--- src/rtl/scrub_seq_pkg.sv ---
package scrub_seq_pkg;

  typedef enum logic [2:0] {
    S_IDLE,
    S_AB_ENTER,
    S_AB_CLK,
    S_AB_EXIT,
    S_AB_REL,
    S_FETCH,
    S_PULSE,
    S_DONE
  } seqState_t;

  typedef struct packed {
    logic clrFlags;
    logic clrCount;
    logic loadByte;
    logic shiftStatus;
    logic evalOpen;
    logic evalClose;
  } dpCtrl_t;

endpackage

--- src/rtl/scrub_seq_ctrl.sv ---
module scrub_seq_ctrl
  import scrub_seq_pkg::*;
#(
  parameter int ABORT_BEATS = 4
) (
  input  logic    clk,
  input  logic    rstN,
  input  logic    start,
  input  logic    inValid,
  input  logic    countFull,
  input  logic    lastPending,
  input  logic    busy,
  output logic    inReady,
  output logic    cclk,
  output logic    csB,
  output logic    rdwrB,
  output logic    dataOe,
  output logic    done,
  output dpCtrl_t dp
);

  localparam int BW = (ABORT_BEATS > 1) ? $clog2(ABORT_BEATS) : 1;
  localparam logic [BW-1:0] LAST_BEAT = BW'(ABORT_BEATS - 1);

  seqState_t state;
  logic phase;
  logic closing;
  logic [BW-1:0] beat;

  always_ff @(posedge clk) begin
    if (!rstN) begin
      state   <= S_IDLE;
      phase   <= 1'b0;
      closing <= 1'b0;
      beat    <= '0;
    end else begin
      case (state)
        S_IDLE: if (start) begin
          state   <= S_AB_ENTER;
          closing <= 1'b0;
        end
        S_AB_ENTER: begin
          state <= S_AB_CLK;
          phase <= 1'b0;
          beat  <= '0;
        end
        S_AB_CLK: begin
          if (!phase) phase <= 1'b1;
          else begin
            phase <= 1'b0;
            if (beat == LAST_BEAT) state <= S_AB_EXIT;
            else beat <= beat + 1'b1;
          end
        end
        S_AB_EXIT: state <= S_AB_REL;
        S_AB_REL:  state <= closing ? S_DONE : S_FETCH;
        S_FETCH: begin
          if (countFull) begin
            state   <= S_AB_ENTER;
            closing <= 1'b1;
          end else if (inValid) begin
            state <= S_PULSE;
            phase <= 1'b0;
          end
        end
        S_PULSE: begin
          if (!phase) phase <= 1'b1;
          else begin
            phase <= 1'b0;
            if (!busy) begin
              if (lastPending) begin
                state   <= S_AB_ENTER;
                closing <= 1'b1;
              end else begin
                state <= S_FETCH;
              end
            end
          end
        end
        S_DONE:  state <= S_IDLE;
        default: state <= S_IDLE;
      endcase
    end
  end

  always_comb begin
    dp             = '0;
    dp.clrFlags    = (state == S_IDLE) && start;
    dp.clrCount    = (state == S_IDLE) && start;
    dp.loadByte    = (state == S_FETCH) && !countFull && inValid;
    dp.shiftStatus = (state == S_AB_CLK) && phase;
    dp.evalOpen    = (state == S_AB_EXIT) && !closing;
    dp.evalClose   = (state == S_AB_EXIT) && closing;
  end

  assign csB     = !((state == S_AB_ENTER) || (state == S_AB_CLK) ||
                     (state == S_FETCH) || (state == S_PULSE));
  assign rdwrB   = (state == S_AB_CLK) || (state == S_AB_EXIT);
  assign dataOe  = (state == S_FETCH) || (state == S_PULSE);
  assign cclk    = ((state == S_AB_CLK) || (state == S_PULSE)) && phase;
  assign inReady = (state == S_FETCH) && !countFull;
  assign done    = (state == S_DONE);

  // checker: pulses seen while the abort request is up
  logic [7:0] chkBeats;
  always_ff @(posedge clk) begin
    if (!rstN)               chkBeats <= '0;
    else if (csB)            chkBeats <= '0;
    else if (cclk && rdwrB)  chkBeats <= chkBeats + 8'd1;
  end

  AST_NO_CONTENTION: assert property (@(posedge clk) disable iff (!rstN)
    rdwrB |-> !dataOe);
  AST_ABORT_LEN: assert property (@(posedge clk) disable iff (!rstN)
    ($rose(csB) && $past(rdwrB)) |-> (chkBeats == 8'(ABORT_BEATS)));
  AST_RELEASE_ORDER: assert property (@(posedge clk) disable iff (!rstN)
    $fell(rdwrB) |-> csB);
  AST_READY_DRIVING: assert property (@(posedge clk) disable iff (!rstN)
    inReady |-> (dataOe && !csB && !rdwrB));

endmodule

--- src/rtl/scrub_seq_datapath.sv ---
module scrub_seq_datapath
  import scrub_seq_pkg::*;
#(
  parameter int STOP_BYTES  = 12,
  parameter int ABORT_BEATS = 4
) (
  input  logic          clk,
  input  logic          rstN,
  input  dpCtrl_t       dp,
  input  logic [7:0]    inData,
  input  logic          inLast,
  input  logic [7:0]    dataIn,
  input  logic          expectSync,
  output logic [7:0]    dataOut,
  output logic          lastPending,
  output logic          countFull,
  output logic [8*ABORT_BEATS-1:0] statusWord,
  output logic          syncSeen,
  output logic          abortSeen,
  output logic          syncErr
);

  localparam int SW = 8 * ABORT_BEATS;
  localparam int CW = $clog2(STOP_BYTES + 1);
  localparam logic [CW-1:0] STOP_AT = CW'(STOP_BYTES);

  logic [CW-1:0] byteCount;
  logic [SW-1:0] shiftReg;

  assign countFull = (byteCount == STOP_AT);

  always_ff @(posedge clk) begin
    if (!rstN) begin
      dataOut     <= '0;
      lastPending <= 1'b0;
      byteCount   <= '0;
    end else begin
      if (dp.clrCount) byteCount <= '0;
      else if (dp.loadByte) byteCount <= byteCount + 1'b1;
      if (dp.loadByte) begin
        dataOut     <= inData;
        lastPending <= inLast;
      end
    end
  end

  always_ff @(posedge clk) begin
    if (!rstN) begin
      shiftReg   <= '0;
      statusWord <= '0;
      syncSeen   <= 1'b0;
      abortSeen  <= 1'b0;
      syncErr    <= 1'b0;
    end else begin
      if (dp.shiftStatus) shiftReg <= (shiftReg << 8) | SW'(dataIn);
      if (dp.evalOpen || dp.evalClose) begin
        statusWord <= shiftReg;
        syncSeen   <= shiftReg[6];
        abortSeen  <= !shiftReg[4];
      end
      if (dp.clrFlags) syncErr <= 1'b0;
      else if (dp.evalOpen) syncErr <= expectSync && !shiftReg[6];
    end
  end

  AST_COUNT_LIMIT: assert property (@(posedge clk) disable iff (!rstN)
    byteCount <= STOP_AT);
  AST_NO_LOAD_WHEN_FULL: assert property (@(posedge clk) disable iff (!rstN)
    countFull |-> !dp.loadByte);
  AST_SYNCERR_SOURCE: assert property (@(posedge clk) disable iff (!rstN)
    $rose(syncErr) |-> ($past(dp.evalOpen) && $past(expectSync)));

endmodule

--- src/rtl/scrub_seq.sv ---
module scrub_seq
  import scrub_seq_pkg::*;
#(
  parameter int STOP_BYTES  = 12,
  parameter int ABORT_BEATS = 4
) (
  input  logic        clk,
  input  logic        rstN,
  input  logic        start,
  input  logic        expectSync,
  input  logic        inValid,
  output logic        inReady,
  input  logic [7:0]  inData,
  input  logic        inLast,
  output logic        cclk,
  output logic        csB,
  output logic        rdwrB,
  output logic [7:0]  dataOut,
  input  logic [7:0]  dataIn,
  output logic        dataOe,
  input  logic        busy,
  output logic [8*ABORT_BEATS-1:0] statusWord,
  output logic        syncSeen,
  output logic        abortSeen,
  output logic        syncErr,
  output logic        done
);

  dpCtrl_t dp;
  logic countFull;
  logic lastPending;

  scrub_seq_ctrl #(.ABORT_BEATS(ABORT_BEATS)) uCtrl (
    .clk(clk), .rstN(rstN), .start(start), .inValid(inValid),
    .countFull(countFull), .lastPending(lastPending), .busy(busy),
    .inReady(inReady), .cclk(cclk), .csB(csB), .rdwrB(rdwrB),
    .dataOe(dataOe), .done(done), .dp(dp)
  );

  scrub_seq_datapath #(.STOP_BYTES(STOP_BYTES), .ABORT_BEATS(ABORT_BEATS)) uDp (
    .clk(clk), .rstN(rstN), .dp(dp), .inData(inData), .inLast(inLast),
    .dataIn(dataIn), .expectSync(expectSync), .dataOut(dataOut),
    .lastPending(lastPending), .countFull(countFull),
    .statusWord(statusWord), .syncSeen(syncSeen), .abortSeen(abortSeen),
    .syncErr(syncErr)
  );

  AST_BUSY_HOLD: assert property (@(posedge clk) disable iff (!rstN)
    (cclk && busy && dataOe) |=> $stable(dataOut));
  AST_DONE_IDLE: assert property (@(posedge clk) disable iff (!rstN)
    done |-> (csB && !rdwrB && !dataOe));

endmodule

--- config.mk ---
export PLATFORM = sky130hd
export DESIGN_NAME = scrub_seq
export DESIGN_NICKNAME = d
export VERILOG_FILES = /design/src/rtl/scrub_seq_pkg.sv /design/src/rtl/scrub_seq_ctrl.sv /design/src/rtl/scrub_seq_datapath.sv /design/src/rtl/scrub_seq.sv
export SDC_FILE = /design/constraint.sdc
export NUM_CORES = 1
export LEC_CHECK = 0
export ABC_AREA = 1
export BUFFER_PORTS_ARGS = -buffer_cell sky130_fd_sc_hd__buf_2
export CAP_MARGIN = 20
export CORE_MARGIN = 3
export CORE_UTILIZATION = 35
export CTS_BUF_LIST = sky130_fd_sc_hd__clkbuf_16
export CTS_CLUSTER_DIAMETER = 100
export DETAILED_ROUTE_END_ITERATION = 10
export SLEW_MARGIN = 40
export SYNTH_ARGS = -nofsm -noshare
export SYNTH_HDL_FRONTEND = slang
export SYNTH_HIERARCHICAL = 1
export SYNTH_SLANG_ARGS = --single-unit
--- constraint.sdc ---
create_clock -name clk -period 2.06 [get_ports clk]
set_input_delay 0.206 -clock clk [delete_from_list [all_inputs] [get_ports clk]]
set_output_delay 0.206 -clock clk [all_outputs]
set_load 0.01 [all_outputs]
# Word-level counts from Yosys, hierarchy flattened
# Cells that the tools add are included.
[totals]
wordCells = 89
reg_bits = 87
inputBits = 23
output_inout_bits = 49
[op_classes]
bitwise = 2
reduce_logical = 30
n_mux = 23
add_sub_neg = 2
eq_ne = 20
[ops]
columns = ["cell", "n"]
rows = [
  ["bitwise OR 32 x 8 -> 32 bit", 1],
  ["2-to-1 mux 3 bit", 8],
  ["one-hot mux 3 bit (8 select lines)", 1],
  ["== test 3 bit (second input constant)", 4],
  ["AND reduction 6 bit", 2],
  ["inequality test 2 x 1 -> 1 bit (second input constant)", 5],
  ["inequality test 2 bit (second input constant)", 5],
  ["logical AND 1 bit", 8],
  ["2-to-1 mux 1 bit", 8],
  ["logical OR 1 bit", 7],
  ["== test 3 x 2 -> 1 bit (second input constant)", 2],
  ["2-to-1 mux 2 bit", 3],
  ["one-hot mux 1 bit (3 select lines)", 2],
  ["AND reduction 3 bit", 2],
  ["nonzero test 3 bit", 2],
  ["zero test 1 bit", 5],
  ["adder 4 x 1 -> 4 bit (second input constant)", 1],
  ["== test 4 bit (second input constant)", 1],
  ["one-hot mux 2 bit (2 select lines)", 1],
  ["OR reduction 2 bit", 2],
  ["== test 3 x 1 -> 1 bit (second input constant)", 1],
  ["zero test 3 bit", 1],
  ["inequality test 3 x 2 -> 1 bit (second input constant)", 1],
  ["adder 2 x 1 -> 2 bit (second input constant)", 1],
  ["other kinds (3)", 3],
]

# Longest topological paths before layout
[logic_depth]
depth_word = 5
depth_mapped = 10
ltp_nobuf = 10

# By module
# Netlist, hierarchy kept.
[modules_own_cells]
columns = ["module", "n_inst", "cells_per_inst", "area_each_um2", "seq_area_each_um2"]
rows = [
  ["scrub_seq_datapath", 1, 352, 2821.5, 1581.5],
  ["scrub_seq_ctrl", 1, 99, 626.9, 140.1],
]

# Worst setup path before layout
# Ideal clock, no wire load.
[synth_path]
path_kind = "flip-flop to flip-flop"
from = "register uDp.byteCount[0]"
to = "register uDp.dataOut[0]"
arrival_ns = 1.476
slack_ns = 0.468
setup_ns = 0.116
period_less_slack_ns = 1.592
stages_incl_launch_ff = 9
required_ns = 1.944
cell_sequence = "dfxtp_1 -> inv_1 -> ha_1 -> and3_1 -> nor3_1 -> inv_1 -> buf_2 -> nor2_1 -> nor2_1"
[synth_lines]
columns = ["element", "line", "text"]
rows = [
  ["start, declared", "scrub_seq_datapath.sv:27", "logic [CW-1:0] byteCount;"],
  ["start signal, assigned", "scrub_seq_datapath.sv:39", "else if (dp.loadByte) byteCount <= byteCount + 1'b1;"],
  ["end signal, assigned", "scrub_seq_datapath.sv:41", "dataOut <= inData;"],
  ["end, declared", "scrub_seq_datapath.sv:14", "output logic [7:0] dataOut,"],
]

==> run summary <==
Max_cap viols -> 0
Number of global-route vias before repair -> 2861
Mapped Avg Cell Area -> 7.646 sq um
Diodes inserted -> 0
Largest area contributor in the netlist -> dfxtp_1
WP data arrival -> 1.98 ns
Post-Syn Instances -> 451
Placed cells -> 633
Total CTS buffers -> 9
Yosys top cell area share -> 49.93%
DRT iter0 DRCs -> 109
WHS -> 0.09408 ns
Initial antenna violation count -> 0
Via count -> 3005
Syn Nets -> 477
Pin count of the biggest net entering global routing -> 65
Post-detail-place hpwl -> 5.389 mm
IO Pins -> 72
Placement Cell Area -> 3874 sq um
Design area -> 4175 sq um
Post-Route WL -> 7.653 mm
Setup TNS -> 0 ns
GRT overflow -> 0
Final Cycle Share -> 86.43%
Slew @ Worst Pin -> 0.4476 ns
Hold_buf cts -> 0
Worst slack, placed -> 0.2681 ns
Port Buffers -> 71
Die Span Y -> 105.3 um
DR vias/cell -> 4.630
VDD IR-drop max -> 0.4087 mV
Layout Utilization -> 44.35%
Htree depth -> 3
Yosys reg bits -> 86
Post-route antenna net violation count -> 0
Sequential cell area fraction in the yosys report -> 49.93%
Remaining DRCs -> 0
Router iterations before antenna repair -> 5
Yosys Warn Count -> 6
Post_cts resized -> 0
Hold Fails Final Rpt -> 0
Synth area leaders -> dfxtp_1 (50%), nor2_1 (17%), o21ai_0 (12%)
Die Area -> 11080 sq um
Share of layout cells above drive strength 1 -> 23.08%
Max-slew violation count -> 0
Syn Std Cell Area -> 3448 sq um
Gr usage total -> 14.37%
Setup Skew -> 0.007105 ns
F_max -> 0.5617 GHz
Gpl congestion -> 0.8355
Clock sink total -> 86
NumNets Final -> 541
Unrepaired setup endpoints after global routing -> no
Initial Utilization -> 36.62%
Setup Viol. Count Final -> 0
Setup Fix Bufs, Post-CTS -> 0
Post-Layout Cell Count -> 649
WL/cell -> 11.79 um
Clock transition at the registers of the reported paths -> 0.07 ns
Clock Path Buffers -> 2
Post-layout minimum cycle time -> 1.780 ns
Root Buffer -> clkbuf_16
Relative slew margins -> 70.12%
Die width -> 105.3 um
Core ar. -> 9415 sq um
# rows -> 35
Worst hold-check path type -> in2reg
Final WS setup -> 0.2796 ns
Leakage power -> 1.993 nW
Status -> completed
Kind of critical path -> reg2reg
PD cells -> 1178 nW/um^2
Startpoint types -> flop
Critical path endpoint category -> flop
CTS tree -> done
P&R area growth vs syn -> 21.08%
Synth unique cells -> 26
First-pass GRT wire length -> 13.14 mm
Critical-path maximum fanout -> 13
CP required -> 2.26 ns
Total power draw -> 4.917 mW
Skew-Pair Late Insertion Delay -> 0.33 ns
-- critical path, stage by stage, from the launching register on --
cell and delay [ns]:
dfxtp_1 0.36, inv_1 0.07, ha_1 0.19, and3_1 0.23, nor3_1 0.20, buf_4 0.21, inv_1 0.18, o21ai_1 0.17
a21oi_1 0.05
-- cell usage after synthesis --
master / instances
buf_2: 12
o21ai_0: 80
o211ai_1: 1
nor3_1: 3
inv_2: 4
dfxtp_1: 86
clkbuf_2: 2
nand4_1: 2
nor2_4: 5
nand2_4: 2
inv_4: 1
clkbuf_1: 1
o21ai_1: 2
buf_6: 6
and3_1: 1
inv_1: 17
nand2_1: 28
ha_1: 3
nand3_1: 8
o21ai_2: 2
buf_4: 5
nor2_2: 8
a21oi_1: 13
nand3_2: 1
nand3_4: 1
nor2_1: 157
-- registers in the layout, indices dropped and copies added (netlist names) --
signal           flops
uCtrl/state          3
uCtrl/phase          1
uDp/lastPending      1
uDp/dataOut          8
uCtrl/closing        1
uCtrl/beat           2
uDp/shiftReg        32
uDp/syncErr          1
uDp/byteCount        4
uDp/statusWord      32
uDp/abortSeen        1
-- power breakdown --
part | switching [mW] | internal (mW)
Clock | 0.732 | 0.859
Combinational | 0.784 | 0.484
Sequential | 0.160 | 1.90
-- per-layer routing --
metal  routed length, um  part of all wire, %  global-route usage (%)
met5                   0                    0                       0
met4                  57                 0.74                   4.967
met3                 438                  5.7                   3.552
met2                3375                   44                   22.95
met1                3782                   49                   18.93
-- layout by cell type, fill, tap and decap left out, types with 2 or more instances in the layout --
| master | Yosys | final |
|---|---|---|
| o21ai_1 | 2 | 2 |
| a21oi_1 | 13 | 13 |
| nor2_2 | 8 | 9 |
| inv_2 | 4 | 4 |
| inv_8 | 0 | 3 |
| nor2_4 | 5 | 5 |
| inv_1 | 17 | 17 |
| nor2_1 | 157 | 156 |
| dfxtp_1 | 86 | 86 |
| o21ai_2 | 2 | 2 |
| nand2_1 | 28 | 28 |
| nand3_1 | 8 | 8 |
| clkbuf_16 | 0 | 9 |
| ha_1 | 3 | 3 |
| clkinv_4 | 0 | 3 |
| nand2_4 | 2 | 2 |
| buf_12 | 0 | 2 |
| buf_4 | 5 | 6 |
| nand4_1 | 2 | 2 |
| o21ai_0 | 80 | 80 |
| buf_2 | 12 | 71 |
| nor3_1 | 3 | 3 |
-- worst paths after layout --
check             slack [ns]  cells past startpoint          endpoint             start
setup / recovery        0.28                      8  uDp/byteCount[1]  uDp/byteCount[0]
hold / removal          0.09                      3   uDp/shiftReg[5]         dataIn[5]
setup reg to reg        0.28                      8  uDp/byteCount[1]  uDp/byteCount[0]
hold reg to reg         0.47                      2     uDp/abortSeen     uDp/abortSeen
-- logic make-up (layout without fill, tap and decap cells) --
kind of cell | Yosys count | after routing | share of synthesized area, %
buffers and inverters | 48 | 117 | 7.656
AND/OR/NAND/NOR | 216 | 216 | 26.81
AO/OA/AOI/OAI | 98 | 98 | 14.51
adder cells (fa/ha/maj) | 3 | 3 | 1.089
flip-flops | 86 | 86 | 49.93
-- cell type report --
cell class              count  area, sq um
well taps                 129        161.4
clock buffers               9        225.2
fillers                   979         5240
clock inverters             7        76.32
inverters                  22        85.08
repair buffers             79        440.4
flip-flops and latches     86         1722
multi-input cells         317         1465
Power figures use the tool's default switching activity.
